File: src/rtl/i2cm_pkg.sv
`timescale 1ns/1ps
package i2cm_pkg;
    // register offsets
    localparam int OFS_OWN = 0;
    localparam int OFS_DIV = 1;
    localparam int OFS_CTL = 2;
    localparam int OFS_STS = 3;
    localparam int OFS_DAT = 4;
    // control bits
    localparam int CB_EN = 7;
    localparam int CB_IE = 6;
    localparam int CB_MS = 5;
    localparam int CB_TX = 4;
    localparam int CB_RS = 2;
    // status bits
    localparam int SB_BB = 5;
    localparam int SB_IF = 1;
    localparam int SB_NK = 0;

    typedef enum logic [1:0] {E_IDLE, E_START, E_BIT, E_STOP} eng_st_e;
    typedef enum logic [1:0] {W_NONE, W_ADDR, W_TX, W_RX} wait_e;
endpackage

File: src/rtl/i2cm_qtick.sv
`timescale 1ns/1ps
module i2cm_qtick #(
    parameter int DIV_W = 6
) (
    input  logic             clk,
    input  logic             rst_n,
    input  logic             run,
    input  logic [DIV_W-1:0] div,
    output logic             tick
);
    logic [DIV_W-1:0] cnt;

    assign tick = run && (cnt == div);

    always_ff @(posedge clk) begin
        if (!rst_n || !run) cnt <= '0;
        else if (tick)      cnt <= '0;
        else                cnt <= cnt + 1'b1;
    end
endmodule

File: src/rtl/i2cm_bit_eng.sv
`timescale 1ns/1ps
module i2cm_bit_eng import i2cm_pkg::*; #(
    parameter int DIV_W = 6
) (
    input  logic             clk,
    input  logic             rst_n,
    input  logic             clr,
    input  logic [DIV_W-1:0] div,
    input  logic             start_req,
    input  logic             stop_req,
    input  logic             byte_req,
    input  logic             with_start,
    input  logic             rd_mode,
    input  logic [7:0]       tx_byte,
    input  logic             sda_in,
    output logic             scl_low,
    output logic             sda_low,
    output logic             done,
    output logic             nack,
    output logic [7:0]       rx_byte,
    output logic             on_bus,
    output logic             framing
);
    localparam logic [3:0] ACK_BIT = 4'd8;

    eng_st_e    st;
    logic [1:0] ph;
    logic [3:0] bitn;
    logic [7:0] sh;
    logic       smp, rdm, chain, tick;

    i2cm_qtick #(.DIV_W(DIV_W)) u_tick (
        .clk(clk), .rst_n(rst_n), .run(st != E_IDLE), .div(div), .tick(tick)
    );

    // state register
    always_ff @(posedge clk) begin
        if (!rst_n || clr) begin
            st <= E_IDLE; ph <= '0; bitn <= '0; sh <= '0; smp <= 1'b1;
            rdm <= 1'b0; chain <= 1'b0; done <= 1'b0; nack <= 1'b0; on_bus <= 1'b0;
        end else begin
            done <= 1'b0;
            unique case (st)
                E_IDLE: begin
                    ph <= '0;
                    if (start_req) begin
                        st <= E_START; chain <= 1'b0;
                    end else if (byte_req) begin
                        sh <= tx_byte; rdm <= rd_mode; bitn <= '0;
                        chain <= with_start;
                        st <= with_start ? E_START : E_BIT;
                    end else if (stop_req) begin
                        st <= E_STOP;
                    end
                end
                E_START: if (tick) begin
                    ph <= ph + 2'd1;
                    if (ph == 2'd3) begin
                        on_bus <= 1'b1;
                        st <= chain ? E_BIT : E_IDLE;
                    end
                end
                E_BIT: if (tick) begin
                    ph <= ph + 2'd1;
                    if (ph == 2'd2) smp <= sda_in;
                    if (ph == 2'd3) begin
                        if (bitn == ACK_BIT) begin
                            st <= E_IDLE; done <= 1'b1; nack <= smp;
                        end else begin
                            sh <= {sh[6:0], smp};
                            bitn <= bitn + 4'd1;
                        end
                    end
                end
                E_STOP: if (tick) begin
                    ph <= ph + 2'd1;
                    if (ph == 2'd3) begin
                        st <= E_IDLE; on_bus <= 1'b0;
                    end
                end
                default: st <= E_IDLE;
            endcase
        end
    end

    // pin outputs
    always_comb begin
        scl_low = on_bus;
        sda_low = 1'b0;
        unique case (st)
            E_IDLE:  ;
            E_START: begin
                scl_low = (ph == 2'd0) ? on_bus : (ph == 2'd3);
                sda_low = ph[1];
            end
            E_BIT: begin
                scl_low = (ph == 2'd0) || (ph == 2'd3);
                sda_low = (bitn == ACK_BIT) ? rdm : (!rdm && !sh[7]);
            end
            E_STOP: begin
                scl_low = (ph == 2'd0);
                sda_low = !ph[1];
            end
            default: ;
        endcase
    end

    assign rx_byte = sh;
    assign framing = (st == E_START) || (st == E_STOP);
endmodule

File: src/rtl/i2cm_top.sv
`timescale 1ns/1ps
module i2cm_top import i2cm_pkg::*; #(
    parameter int DIV_W = 6,
    parameter int AW    = 3
) (
    input  logic          clk,
    input  logic          rst_n,
    input  logic          bus_wr,
    input  logic          bus_rd,
    input  logic [AW-1:0] bus_addr,
    input  logic [7:0]    bus_wdata,
    output logic [7:0]    bus_rdata,
    output logic          irq,
    output logic          scl_drive_low,
    output logic          sda_drive_low,
    input  logic          sda_in
);
    logic [6:0]       own_adr;
    logic [DIV_W-1:0] div_q;
    logic             ien, iien, msta, mtx;
    logic             iif, rxak, ibb;
    logic [7:0]       rx_hold, tx_byte;
    logic             addr_ok, rs_pend;
    wait_e            wt;
    logic             start_req, stop_req, byte_req, with_start, rd_mode, eng_clr;
    logic             eng_done, eng_nack, eng_on_bus, eng_framing;
    logic [7:0]       eng_rx;

    wire wr_own  = bus_wr && (bus_addr == AW'(OFS_OWN));
    wire wr_div  = bus_wr && (bus_addr == AW'(OFS_DIV));
    wire wr_ctl  = bus_wr && (bus_addr == AW'(OFS_CTL));
    wire wr_sts  = bus_wr && (bus_addr == AW'(OFS_STS));
    wire wr_dat  = bus_wr && (bus_addr == AW'(OFS_DAT));
    wire rd_dat  = bus_rd && (bus_addr == AW'(OFS_DAT));
    wire soft_rst = wr_ctl && ien && !bus_wdata[CB_EN];
    wire irq_ok  = ien && iien;

    always_ff @(posedge clk) begin
        if (!rst_n) begin
            own_adr <= '0;
        end else if (wr_own) begin
            own_adr <= bus_wdata[7:1];
        end
    end

    always_ff @(posedge clk) begin
        if (!rst_n || soft_rst) begin
            div_q <= '0; ien <= 1'b0; iien <= 1'b0; msta <= 1'b0; mtx <= 1'b0;
            iif <= 1'b0; rxak <= 1'b0; ibb <= 1'b0; rx_hold <= '0; tx_byte <= '0;
            addr_ok <= 1'b0; rs_pend <= 1'b0; wt <= W_NONE;
            start_req <= 1'b0; stop_req <= 1'b0; byte_req <= 1'b0;
            with_start <= 1'b0; rd_mode <= 1'b0;
            eng_clr <= soft_rst;
        end else begin
            start_req <= 1'b0; stop_req <= 1'b0; byte_req <= 1'b0; eng_clr <= 1'b0;
            if (wr_div) div_q <= bus_wdata[DIV_W-1:0];
            if (wr_ctl) begin
                ien  <= bus_wdata[CB_EN];
                iien <= bus_wdata[CB_IE];
                msta <= bus_wdata[CB_MS];
                mtx  <= bus_wdata[CB_TX];
                if (bus_wdata[CB_MS]) begin
                    ibb <= 1'b1;
                    if (!msta && bus_wdata[CB_EN]) start_req <= 1'b1;
                    if (msta && bus_wdata[CB_RS]) begin
                        rs_pend <= 1'b1; addr_ok <= 1'b0;
                    end
                end else begin
                    ibb <= 1'b0; addr_ok <= 1'b0; rs_pend <= 1'b0;
                    if (msta && eng_on_bus) stop_req <= 1'b1;
                end
            end
            if (wr_sts && !bus_wdata[SB_IF]) iif <= 1'b0;
            if (wr_dat && ien && msta) begin
                byte_req   <= 1'b1;
                tx_byte    <= bus_wdata;
                rd_mode    <= 1'b0;
                with_start <= rs_pend || !eng_on_bus;
                rs_pend    <= 1'b0;
                wt         <= addr_ok ? W_TX : W_ADDR;
            end
            if (rd_dat && msta) begin
                if (addr_ok && !mtx) begin
                    byte_req <= 1'b1; rd_mode <= 1'b1; with_start <= 1'b0; wt <= W_RX;
                end else begin
                    rx_hold <= 8'hFF;
                end
            end
            if (eng_done) begin
                unique case (wt)
                    W_ADDR: begin
                        rxak <= eng_nack;
                        if (!eng_nack) begin
                            addr_ok <= 1'b1;
                            if (irq_ok) iif <= 1'b1;
                        end
                    end
                    W_TX: begin
                        rxak <= eng_nack;
                        if (eng_nack) begin
                            addr_ok <= 1'b0; stop_req <= 1'b1;
                        end else if (irq_ok) begin
                            iif <= 1'b1;
                        end
                    end
                    W_RX: begin
                        rx_hold <= eng_rx;
                        if (irq_ok) iif <= 1'b1;
                    end
                    W_NONE: ;
                    default: ;
                endcase
            end
        end
    end

    always_comb begin
        bus_rdata = 8'h00;
        if (bus_addr == AW'(OFS_OWN)) bus_rdata = {own_adr, 1'b0};
        if (bus_addr == AW'(OFS_DIV)) bus_rdata = 8'(div_q);
        if (bus_addr == AW'(OFS_CTL)) bus_rdata = {ien, iien, msta, mtx, 4'b0000};
        if (bus_addr == AW'(OFS_STS)) bus_rdata = {2'b00, ibb, 3'b000, iif, rxak};
        if (bus_addr == AW'(OFS_DAT)) bus_rdata = rx_hold;
    end

    assign irq = iif;

    i2cm_bit_eng #(.DIV_W(DIV_W)) u_eng (
        .clk(clk), .rst_n(rst_n), .clr(eng_clr), .div(div_q),
        .start_req(start_req), .stop_req(stop_req), .byte_req(byte_req),
        .with_start(with_start), .rd_mode(rd_mode), .tx_byte(tx_byte),
        .sda_in(sda_in), .scl_low(scl_drive_low), .sda_low(sda_drive_low),
        .done(eng_done), .nack(eng_nack), .rx_byte(eng_rx),
        .on_bus(eng_on_bus), .framing(eng_framing)
    );
endmodule

File: config.mk
export PLATFORM = sky130hd
export DESIGN_NAME = i2cm_top
export DESIGN_NICKNAME = d
export VERILOG_FILES = /design/src/rtl/i2cm_pkg.sv /design/src/rtl/i2cm_qtick.sv /design/src/rtl/i2cm_bit_eng.sv /design/src/rtl/i2cm_top.sv
export SDC_FILE = /design/constraint.sdc
export NUM_CORES = 1
export LEC_CHECK = 0
export ABC_AREA = 1
export BUFFER_PORTS_ARGS = -buffer_cell sky130_fd_sc_hd__buf_2
export CAP_MARGIN = 20
export CORE_MARGIN = 5
export CORE_UTILIZATION = 45
export CTS_CLUSTER_DIAMETER = 150
export DETAILED_ROUTE_END_ITERATION = 10
export PLACE_DENSITY = 0.71
export REMOVE_ABC_BUFFERS = 1
export SLEW_MARGIN = 20
export SYNTH_ARGS = -nofsm -noshare
export SYNTH_HDL_FRONTEND = slang
export SYNTH_SLANG_ARGS = --single-unit
export TNS_END_PERCENT = 30
File: constraint.sdc
create_clock -name clk -period 1.36 [get_ports clk]
set_input_delay 0.136 -clock clk [delete_from_list [all_inputs] [get_ports clk]]
set_output_delay 0.136 -clock clk [all_outputs]
set_load 0.01 [all_outputs]
# Word level (Yosys, flattened, before mapping)
# Index checks and enable logic that the tools add are counted.
classes:
  add_sub_neg: 3
  n_eq_ne: 27
  mux: 83
  n_bitwise: 6
  n_reduce_logical: 56
op_table:
  columns: ["op", "n"]
  rows:
  - ["$mux W8", 14]
  - ["$mux W1", 38]
  - ["$mux W2", 17]
  - ["$mux W4", 5]
  - ["$logic_and A1 B1 Y1", 19]
  - ["$ne A2 B1 Y1 const B", 9]
  - ["$pmux W8 S2", 1]
  - ["$eq A2 B2 Y1 const B", 6]
  - ["$logic_not A1 Y1", 10]
  - ["$pmux W2 S4", 1]
  - ["$pmux W4 S2", 1]
  - ["$reduce_and A8 Y1", 1]
  - ["$reduce_bool A2 Y1", 4]
  - ["$add A6 B1 Y6 const B", 1]
  - ["$eq A3 B2 Y1 const B", 2]
  - ["$eq A6 B6 Y1", 1]
  - ["$ne A2 B2 Y1 const B", 3]
  - ["$not A1 Y1", 6]
  - ["$pmux W1 S2", 3]
  - ["$pmux W1 S3", 2]
  - ["$reduce_and A2 Y1", 3]
  - ["$reduce_and A3 Y1", 2]
  - ["$reduce_and A6 Y1", 1]
  - ["$reduce_or A2 Y1", 3]
  - ["other kinds (15)", 22]
totals:
  regBits: 74
  inputBits: 16
  elab_cells: 206

# Logic depth before layout (Yosys ltp)
# Gate-level depths: netlist (run 1).
depth:
  word_depth: 8
  ltp_mapped: 12

# Modules after synthesis
# Synthesis (run 1) repeated with hierarchy kept, for this count alone.
unflattened:
  cells_unflattened: 550
  hier_area_um2: 3779.9
modules_own_cells:
  columns: ["module", "n_inst", "cells_per_inst", "area_per_inst_um2", "seq_area_each_um2"]
  rows:
  - ["i2cm_top", 1, 296, 2089.5, 900.9]
  - ["i2cm_bit_eng", 1, 192, 1308.8, 440.4]
  - ["i2cm_qtick", 1, 62, 381.6, 120.1]

# Worst setup path after synthesis (run 1)
# Ideal clock, no wire load.
synth_timing:
  path_kind: "reg-to-output"
  from: "reg u_eng.bitn[0]"
  to: "out sda_drive_low"
  arrival_time_ns: 1.330
  required_time_ns: 1.224
  slack_ns: -0.106
  stages_incl_launch_ff: 8
  n_path_buf: 0
  cell_sequence: "dfxtp_1 > inv_1 > ha_1 > nand2_1 > nor2_1 > inv_1 > nand2_2 > o311ai_0"
synth_via:
  elab_chain_cells: 3
synth_rtl:
  columns: ["item", "line", "source"]
  rows:
  - ["start, declared", "i2cm_bit_eng.sv:28", "logic [3:0] bitn;"]
  - ["start signal, assigned", "i2cm_bit_eng.sv:71", "bitn <= bitn + 4'd1;"]
  - ["$eq A4 B4 Y1", "i2cm_bit_eng.sv:98", "sda_low = (bitn == ACK_BIT) ? rdm : (!rdm && !sh[7]);"]
  - ["$mux W1", "i2cm_bit_eng.sv:98", null]
  - ["$pmux W1 S3", "i2cm_bit_eng.sv:90", "unique case (st)"]
  - ["end, declared", "i2cm_top.sv:15", "output logic sda_drive_low,"]
# No other way between the ends.

# Final worst setup path (run 1)
layout_timing:
  from: "reg u_eng.bitn[1]"
  to: "out sda_drive_low"
# The elaborated chain is that of the path after synthesis.

==> summary.txt, run 1 <==
Hold Slack: 0.0639 ns
Max clock buf depth: 2
clk_skew: 0.00760 ns
Max VDD drop: 998 uV
Placed Instances: 674
routability congestion estimate: 0.882
post-route ant nets: 0
vias per cell: 5.25
Post-Syn Area per Cell: 7.06 um2
Peak Freq: 578 MHz
largest net degree at the start of global routing: 16
most frequent cells in the layout: nand2_1, buf_4, inv_1, dfxtp_1, a21oi_1
Worst-path clk slew: 0.08 ns
vias in the first global route: 3445
Max-slew headroom: 0.699
Post-synth EDFFs: 0
internal power: 5.20 mW
post-DR wirelength/cell: 14.5 um
violated checks: setup timing
clock power share: 0.326
sequential share of power: 0.324
n_diodes: 0
Skew-Pair Late Insertion Delay: 0.35 ns
pre-CTS setup slack: -0.156 ns
max-slew violation count: 0
Psw: 2.38 mW
Power, Total: 7.57 mW
sequential element share of the synthesized area: 0.415
Critical Path Fanout Max: 2
IO buf count: 26
CTS tree: done
Worst Setup End Kind: primary output
register bit total from synthesis: 73
P_leak: 2.06 nW
post-route minimum period: 1.73 ns
chip width: 98.5 um
Async SR Flop Fraction: 0
Most used DFF post-synth: dfxtp_1
Required @ worst endpoint: 1.22 ns
routed wire length: 10200 um
Ports: 27
Final setup viols: 21
commonest non-fill, non-tap cell in the layout: nand2_1
Max Cap Viol: 0
H-tree depth: 3
Layout area overhead: 36.8%
Syn Inst Count: 499
Worst Path Arrival: 1.59 ns
Starting Density: 0.458
Hold Crit Class: in -> reg
DRC viols: 0
Rows: 32
hold buffer count at CTS: 0
Die H: 98.5 um
initial antenna violation count: 0
CTS Buf Count: 9
final worst slack: -0.370 ns
synthesized area: 3520 um2
Startpoint Class: flop
core area: 7690 um2
die area: 9700 um2
Switching Share: 0.314
final period utilization: 1.27
nets: 622
Pwr Density: 1570 nW/um2
kind of critical path: reg -> out
Congestion Overflow GR: 0
GRT Overall Usage: 0.209
unrepaired setup endpoints after global routing: true
Comb power frac: 0.351
Fin. Hold Viols: 0
status: finished, violations left
Detailed Route Iter0 Violations: 204
layout cells sized above 1: 0.339
Synth Warn #: 0
clk sink count: 73
Layout Cells excl Fill: 703
Worst-Margin Slew: 0.450 ns
Root Buffer: clkbuf_8
Unique masters post-synth: 37
first-pass GRT wire length: 16300 um
DRT Pass-1 Iters: 6
via count: 3691
post-DP HPWL: 7030 um
final core utilization: 0.627
-- sequential cells by signal, indices dropped and copies added (netlist names), 4 cells and up --
register and flops:
div_q 6, own_adr 7, u_eng.u_tick.cnt 6, tx_byte 8, u_eng.bitn 4, rx_hold 8
u_eng.rx_byte 8
-- kinds of logic after synthesis --
| group | synth area share |
|---|---|
| DFF | 0.415 |
| and+or+nand+nor | 0.273 |
| adders and majority gates | 0.0355 |
| xor gates and xnor gates | 0.00746 |
| buffers and inverters | 0.0977 |
| AOI/OAI and AO/OA | 0.172 |
-- final cells by class --
cell class / instances / area (um2)
repair buffers: 97 / 731
flip-flops and latches: 73 / 1490
clock inverters: 5 / 150
clock buffers: 11 / 141
fillers: 677 / 2870
inverters: 75 / 282
well taps: 102 / 128
multi-input cells: 340 / 1900
-- synth_stat cells, drive strengths merged, types with 2 or more instances --
library cell / n / share of area
a211oi: 2 / 0.0043
a21oi: 47 / 0.067
a221oi: 2 / 0.0050
buf: 10 / 0.017
dfxtp: 73 / 0.41
ha: 10 / 0.036
inv: 75 / 0.080
nand2: 122 / 0.14
nand3: 16 / 0.028
nand4: 7 / 0.012
nor2: 60 / 0.075
nor3: 8 / 0.014
nor4: 2 / 0.0036
o21ai: 43 / 0.061
o221ai: 4 / 0.0099
o22ai: 5 / 0.0089
o31ai: 2 / 0.0043
xor2: 2 / 0.0050
-- power by group through the flow --
stage | combinational (mW) | sequential (mW) | clock (mW)
6_report | 2.66 | 2.45 | 2.47
5_1_grt | 2.88 | 2.46 | 2.58
4_1_cts | 2.41 | 2.43 | 2.49
3_5_place_dp | 1.88 | 2.46 | 0
3_3_place_gp | 1.85 | 2.45 | 0
2_1_floorplan | 1.06 | 2.44 | 0
-- worst max-delay path, cell delays in order (launching register included) --
cell and delay [ns]:
dfxtp_2 0.34, inv_2 0.05, ha_4 0.15, nand2_2 0.06, nor2_1 0.04, inv_1 0.11, nand2_2 0.08, o311ai_2 0.24
buf_2 0.19
-- routing by layer --
| layer | track usage | wire [um] | share of wire |
|---|---|---|---|
| met2 | 0.352 | 5000 | 0.49 |
| met3 | 0.0602 | 630 | 0.062 |
| met1 | 0.255 | 4370 | 0.43 |
| met5 | 0 | 0 | 0 |
| met4 | 0.0735 | 196 | 0.019 |
-- metrics by stage --
step	area [um2]	TNS [ns]
after floorplan	3460	-1.39
after global placement	4170	-0.810
after detailed placement	4170	-1.83
after CTS	4710	-3.31
after global routing	4820	-7.21
final	4820	-5.23
-- worst paths after layout --
kind | startpoint | to | slack [ns] | cells past startpoint
setup / recovery | u_eng.bitn[1] | sda_drive_low | -0.37 | 8
hold / removal | rst_n | own_adr[6] | 0.06 | 3
setup reg to reg | u_eng.bitn[1] | u_eng.rx_byte[5] | -0.35 | 13
hold reg to reg | own_adr[1] | own_adr[1] | 0.45 | 2
-- timing repair --
item / 4_1_cts / 5_1_grt
pin swaps: 9 / 10
setup endpoints to repair: 32 / 38
buffers inserted: 8 / 3
gates resized for setup: 52 / 34
gates cloned: 2 / 0
Note: power is estimated with default switching activity, not from simulation.
==> run 2: changes to the inputs <==
Settings changed: CAP_MARGIN 20 to 0, CORE_ASPECT_RATIO from default to 0.5.
==> summary.txt, run 2 (synthesis gave the netlist of run 1 again) <==
GRT Overall Usage: 0.204 (-0.00503)
commonest non-fill, non-tap cell in the layout: nand2_1
clk sink count: 73 (unchanged)
Skew-Pair Late Insertion Delay: 0.34 ns (about the same)
most frequent cells in the layout: nand2_1, buf_4, dfxtp_1, inv_1, a21oi_1
kind of critical path: reg -> out
Pwr Density: 1550 nW/um2 (-1.5%)
pre-CTS setup slack: -0.151 ns (+0.00476 ns)
post-DR wirelength/cell: 13.7 um (-5.5%)
largest net degree at the start of global routing: 17 (+1)
Worst Path Arrival: 1.51 ns (-0.08 ns)
routed wire length: 9730 um (-4.5%)
# fillers: 608 (-10%)
Max VDD drop: 781 uV (-22%)
Final setup viols: 24 (+14%)
hold buffer count at CTS: 0 (unchanged)
n_diodes: 0 (unchanged)
crit-path cells: inv_2, ha_4, nand2_2, nor2_2, inv_2, nand2_2, o311ai_2, buf_2
first-pass GRT wire length: 15700 um (-3.8%)
P_leak: 2.08 nW (+0.94%)
Rows: 22 (-31%)
Startpoint Class: flop
Critical Path Fanout Max: 2 (unchanged)
IO buf count: 26 (unchanged)
Fin. Hold Viols: 0 (unchanged)
vias per cell: 4.97 (-5.4%)
via count: 3528 (-4.4%)
Ports: 27 (unchanged)
DRC viols: 0 (unchanged)
die area: 9810 um2 (+1.1%)
H-tree depth: 3 (unchanged)
CTS tree: done
Hold Crit Class: in -> reg
max-slew violation count: 0 (unchanged)
unrepaired setup endpoints after global routing: true
final worst slack: -0.291 ns (+0.0791 ns)
Peak Freq: 606 MHz (+4.8%)
Congestion Overflow GR: 0 (unchanged)
Worst Setup End Kind: primary output
nets: 623 (+0.16%)
Starting Density: 0.472 (+0.0140)
Required @ worst endpoint: 1.22 ns (about the same)
clk_skew: 0.00556 ns (-0.00203 ns)
post-DP HPWL: 6930 um (-1.4%)
Max-slew headroom: 0.783 (+0.0845)
GR Layer Usage met2: 0.336 (-0.0162)
Largest delay share family, worst path: flip-flops
Layout area overhead: 38.7%
initial antenna violation count: 0 (unchanged)
routability congestion estimate: 0.851 (-3.5%)
GRT met3 Usage: 0.0620 (+0.00183)
violated checks: setup timing
Comb power frac: 0.344 (-0.007)
post-route ant nets: 0 (unchanged)
internal power: 5.11 mW (-1.6%)
Root Buffer: clkbuf_16
Max Cap Viol: 0 (unchanged)
Worst path max stage delay: 0.34 ns (about the same)
Max clock buf depth: 2 (unchanged)
Most Crowded Layer GR: met2
core area: 7460 um2 (-3.0%)
sequential share of power: 0.324 (about the same)
clock power share: 0.332 (+0.006)
grt met1 use: 0.269 (+0.0130)
Critical Path Slowest Stage Cell: dfxtp_2
Setup TNS: -2.43 ns (+2.80 ns)
layout cells sized above 1: 0.354 (+0.0144)
Worst-path clk slew: 0.06 ns (-0.02 ns)
DRT Pass-1 Iters: 5 (-1)
Detailed Route Iter0 Violations: 265 (+30%)
Switching Share: 0.324 (+0.0102)
final period utilization: 1.21 (-0.0582)
Worst-Margin Slew: 0.324 ns (-0.125 ns)
CTS Buf Count: 9 (unchanged)
Die H: 72.6 um (-26%)
status: finished, violations left
vias in the first global route: 3267 (-5.2%)
Psw: 2.45 mW (+3.1%)
chip width: 135 um (+37%)
post-route minimum period: 1.65 ns (-0.0791 ns)
buffers plus inverters on the worst setup path: 3 (unchanged)
run 2: per-stage QoR:
stage          instances  power (mW)  hold WS, ns  area (um2)   util
6_report             710        7.56       0.0611        4890  0.655
2_1_floorplan        488        3.50        0.274        3460      -
4_1_cts              703        7.26       0.0530        4680  0.627
5_1_grt              710        7.94       0.0828        4890  0.655
3_3_place_gp         679        4.32        0.392        4170  0.559
3_5_place_dp         679        4.35        0.396        4170  0.559
run 2: cell type report:
| class | instances | area [um2] | share of cell area |
|---|---|---|---|
| multi-input combinational | 340 | 1940 | 0.397 |
| clock buffer | 9 | 225 | 0.0461 |
| clock inverter | 7 | 95.1 | 0.0195 |
| timing repair buffer | 98 | 721 | 0.147 |
| inverter | 75 | 284 | 0.0581 |
| sequential | 73 | 1490 | 0.304 |
| tap | 108 | 135 | 0.0276 |
run 2: worst reg2reg max path, cell delays in order (launching register included):
cell and delay [ns]:
dfxtp_2 0.32, inv_2 0.07, ha_4 0.13, nand2_2 0.05
nor2_2 0.10, inv_2 0.06, nand2_2 0.07, buf_4 0.13
nand2_4 0.05, nand3_4 0.10, buf_6 0.15, nand2_1 0.06
nand2_1 0.06, nor2_1 0.04
run 2: metal layers:
metal | part of all wire | vias up
met5 | 0 | -
met4 | 0.010 | 0
met3 | 0.052 | 10
met2 | 0.45 | 78
met1 | 0.48 | 1623
li1 | - | 1817
run 2: power by group through the flow:
stage | Combinational [mW] | Sequential [mW] | Clock [mW]
2_1_floorplan | 1.06 | 2.44 | 0
3_3_place_gp | 1.87 | 2.45 | 0
3_5_place_dp | 1.89 | 2.46 | 0
4_1_cts | 2.29 | 2.44 | 2.53
5_1_grt | 2.83 | 2.47 | 2.64
6_report | 2.60 | 2.45 | 2.51
run 2: repair_timing:
action                                  4_1_cts  5_1_grt
pin swaps                                    10       19
setup buffers                                 7        7
cloned                                        1        0
endpoints found under the setup margin       29       43
gates resized for setup                      52       52
run 2: path summary, 6_finish.rpt:
path	from	to	slack [ns]	cells past startpoint
worst max-delay path	u_eng.bitn[0]	sda_drive_low	-0.29	8
worst max register to register	u_eng.bitn[1]	u_eng.bitn[1]	-0.14	13
worst min-delay path	sda_in	u_eng.smp	0.06	3
worst min register to register	rx_hold[6]	rx_hold[6]	0.46	2
==> run 3: changes to the inputs <==
Settings changed: PLACE_DENSITY 0.71 to 0.69, SLEW_MARGIN 20 to default.
Clock period 1.36 ns to 1.6 ns, I/O delays scaled along.
==> summary.txt, run 3 (synthesis gave the netlist of run 1 again) <==
status: finished, violations left
violated checks: setup timing
unrepaired setup endpoints after global routing: true
Peak Freq: 599 MHz
IO buf count: 26 (unchanged)
Congestion Overflow GR: 0 (unchanged)
kind of critical path: reg -> out
first-pass GRT wire length: 14900 um (-5.2%)
Max VDD drop: 772 uV (-1.2%)
Pwr Density: 1340 nW/um2 (-13%)
core area: 7460 um2 (unchanged)
clk_skew: 0.00377 ns (-0.00180 ns)
final worst slack: -0.0688 ns (+0.222 ns)
vias per cell: 4.90 (-1.4%)
grt met1 use: 0.270 (+0.00119)
Layout area overhead: 24.8%
via count: 3278 (-7.1%)
Final setup viols: 1 (-96%)
layout cells sized above 1: 0.217 (-0.136)
DRT Pass-1 Iters: 4 (-1)
CTS Buf Count: 9 (unchanged)
Worst-path clk slew: 0.05 ns (about the same)
Placed Instances: 645 (-5.0%)
CTS tree: done
Ports: 27 (unchanged)
Power, Total: 5.91 mW (-22%)
crit-path cells: inv_2, ha_4, nand2_4, nor2_4, inv_2, nand2_2, o311ai_2, buf_2
post-route minimum period: 1.67 ns
max-slew violation count: 0 (unchanged)
n_diodes: 0 (unchanged)
Max-slew headroom: 0.704 (-0.0791)
Worst Setup End Kind: primary output
most frequent cells in the layout: nand2_1, dfxtp_1, inv_1, nor2_1, a21oi_1
initial antenna violation count: 0 (unchanged)
largest net degree at the start of global routing: 22 (+5)
die area: 9810 um2 (unchanged)
chip width: 135 um (unchanged)
nets: 582 (-6.6%)
routability congestion estimate: 0.829 (-2.6%)
routed wire length: 9120 um (-6.3%)
buffers plus inverters on the worst setup path: 3 (unchanged)
Skew-Pair Late Insertion Delay: 0.34 ns (about the same)
Hold Crit Class: in -> reg
vias in the first global route: 3040 (-6.9%)
Starting Density: 0.472 (unchanged)
GRT met3 Usage: 0.0654 (+0.00344)
Required @ worst endpoint: 1.44 ns (+0.22 ns)
H-tree depth: 3 (unchanged)
Largest delay share family, worst path: flip-flops
Max Cap Viol: 0 (unchanged)
Startpoint Class: flop
Worst-Margin Slew: 0.442 ns (+0.117 ns)
Fin. Hold Viols: 0 (unchanged)
Worst path max stage delay: 0.33 ns (about the same)
Max clock buf depth: 2 (unchanged)
Rows: 22 (unchanged)
final period utilization: 1.04
GRT Overall Usage: 0.197 (-0.00720)
commonest non-fill, non-tap cell in the layout: nand2_1
Critical Path Fanout Max: 2 (unchanged)
post-route ant nets: 0 (unchanged)
Detailed Route Iter0 Violations: 274 (+3.4%)
CP most frequent cell: inv_2
post-DP HPWL: 6630 um (-4.3%)
Worst Path Arrival: 1.51 ns (about the same)
DRC viols: 0 (unchanged)
Root Buffer: clkbuf_16
clk sink count: 73 (unchanged)
Layout Cells excl Fill: 669 (-5.8%)
Die H: 72.6 um (unchanged)
GR Layer Usage met2: 0.298 (-0.0374)
Most Crowded Layer GR: met2
P_leak: 1.84 nW (-11%)
post-DR wirelength/cell: 13.6 um (-0.59%)
Critical Path Slowest Stage Cell: dfxtp_2
## run 3: cell types whose count changed in the layout (fill, tap and decap cells not counted), moves of 8 or more
cell     previous run  this run
buf_6              10         0
nand2_1           101       114
inv_2              19        11
dfxtp_2            15         6
nand2_2            17         6
dfxtp_1            56        67
buf_4              61        30
inv_1              55        64
## run 3: what timing repair did
item                                   CTS  global route
resized for setup                       15            19
hold buffers                             0             0
endpoints found under the hold margin    0             0
setup endpoints to repair                2            26
pin swaps                                4             6
setup buffers                            4             4
## run 3: metal layers
metal  share of wire  wire length [um]  up-vias
li1                -                 -     1733
met1            0.48              4420     1463
met2            0.43              3940       72
met3           0.071               650       10
met4           0.012               105        0
met5               0                 0        -
## run 3: final cells by class
class,count,area (um2)
clock buffers,15,298
clock inverters,1,30.0
fillers,721,3060
inverters,75,282
multi-input cells,340,1810
flip-flops and latches,73,1470
well taps,108,135
repair buffers,57,370
## run 3: final timing paths
kind	startpoint	endpoint	slack (ns)	cells past startpoint
setup / recovery	u_eng.bitn[0]	sda_drive_low	-0.07	8
hold reg to reg	own_adr[2]	own_adr[2]	0.45	2
setup reg to reg	u_eng.bitn[0]	u_eng.bitn[0]	0.03	12
hold / removal	sda_in	u_eng.smp	0.09	3
## run 3: worst register-to-register path: stages (launching register included)
cell and delay, ns:
dfxtp_2 0.33, inv_2 0.05, ha_4 0.16, nand2_4 0.07
nor2_4 0.03, inv_2 0.08, nand2_2 0.06, buf_4 0.15
nand2_4 0.08, nand3_2 0.11, buf_4 0.17, a21oi_1 0.11
nor2_1 0.06
## run 3: through the flow
step	hold slack [ns]	area [um2]	util	setup TNS, ns	setup WS (ns)
6_report	0.0937	4400	0.590	-0.0688	-0.0688
5_1_grt	0.0984	4400	0.590	-0.663	-0.172
4_1_cts	0.0867	4310	0.577	-0.127	-0.127
3_5_place_dp	0.439	3900	0.523	0	0.0488
3_3_place_gp	0.437	3900	0.523	0	0.0594
2_1_floorplan	0.298	3460	-	0	0.107
## run 3: power breakdown
part | total (mW) | internal [mW] | switching, mW | leakage, nW
Sequential | 2.07 | 1.96 | 0.113 | 0.593
Clock | 2.18 | 1.42 | 0.758 | 0.162
Combinational | 1.65 | 0.667 | 0.988 | 1.09
Total | 5.91 | 4.05 | 1.86 | 1.84
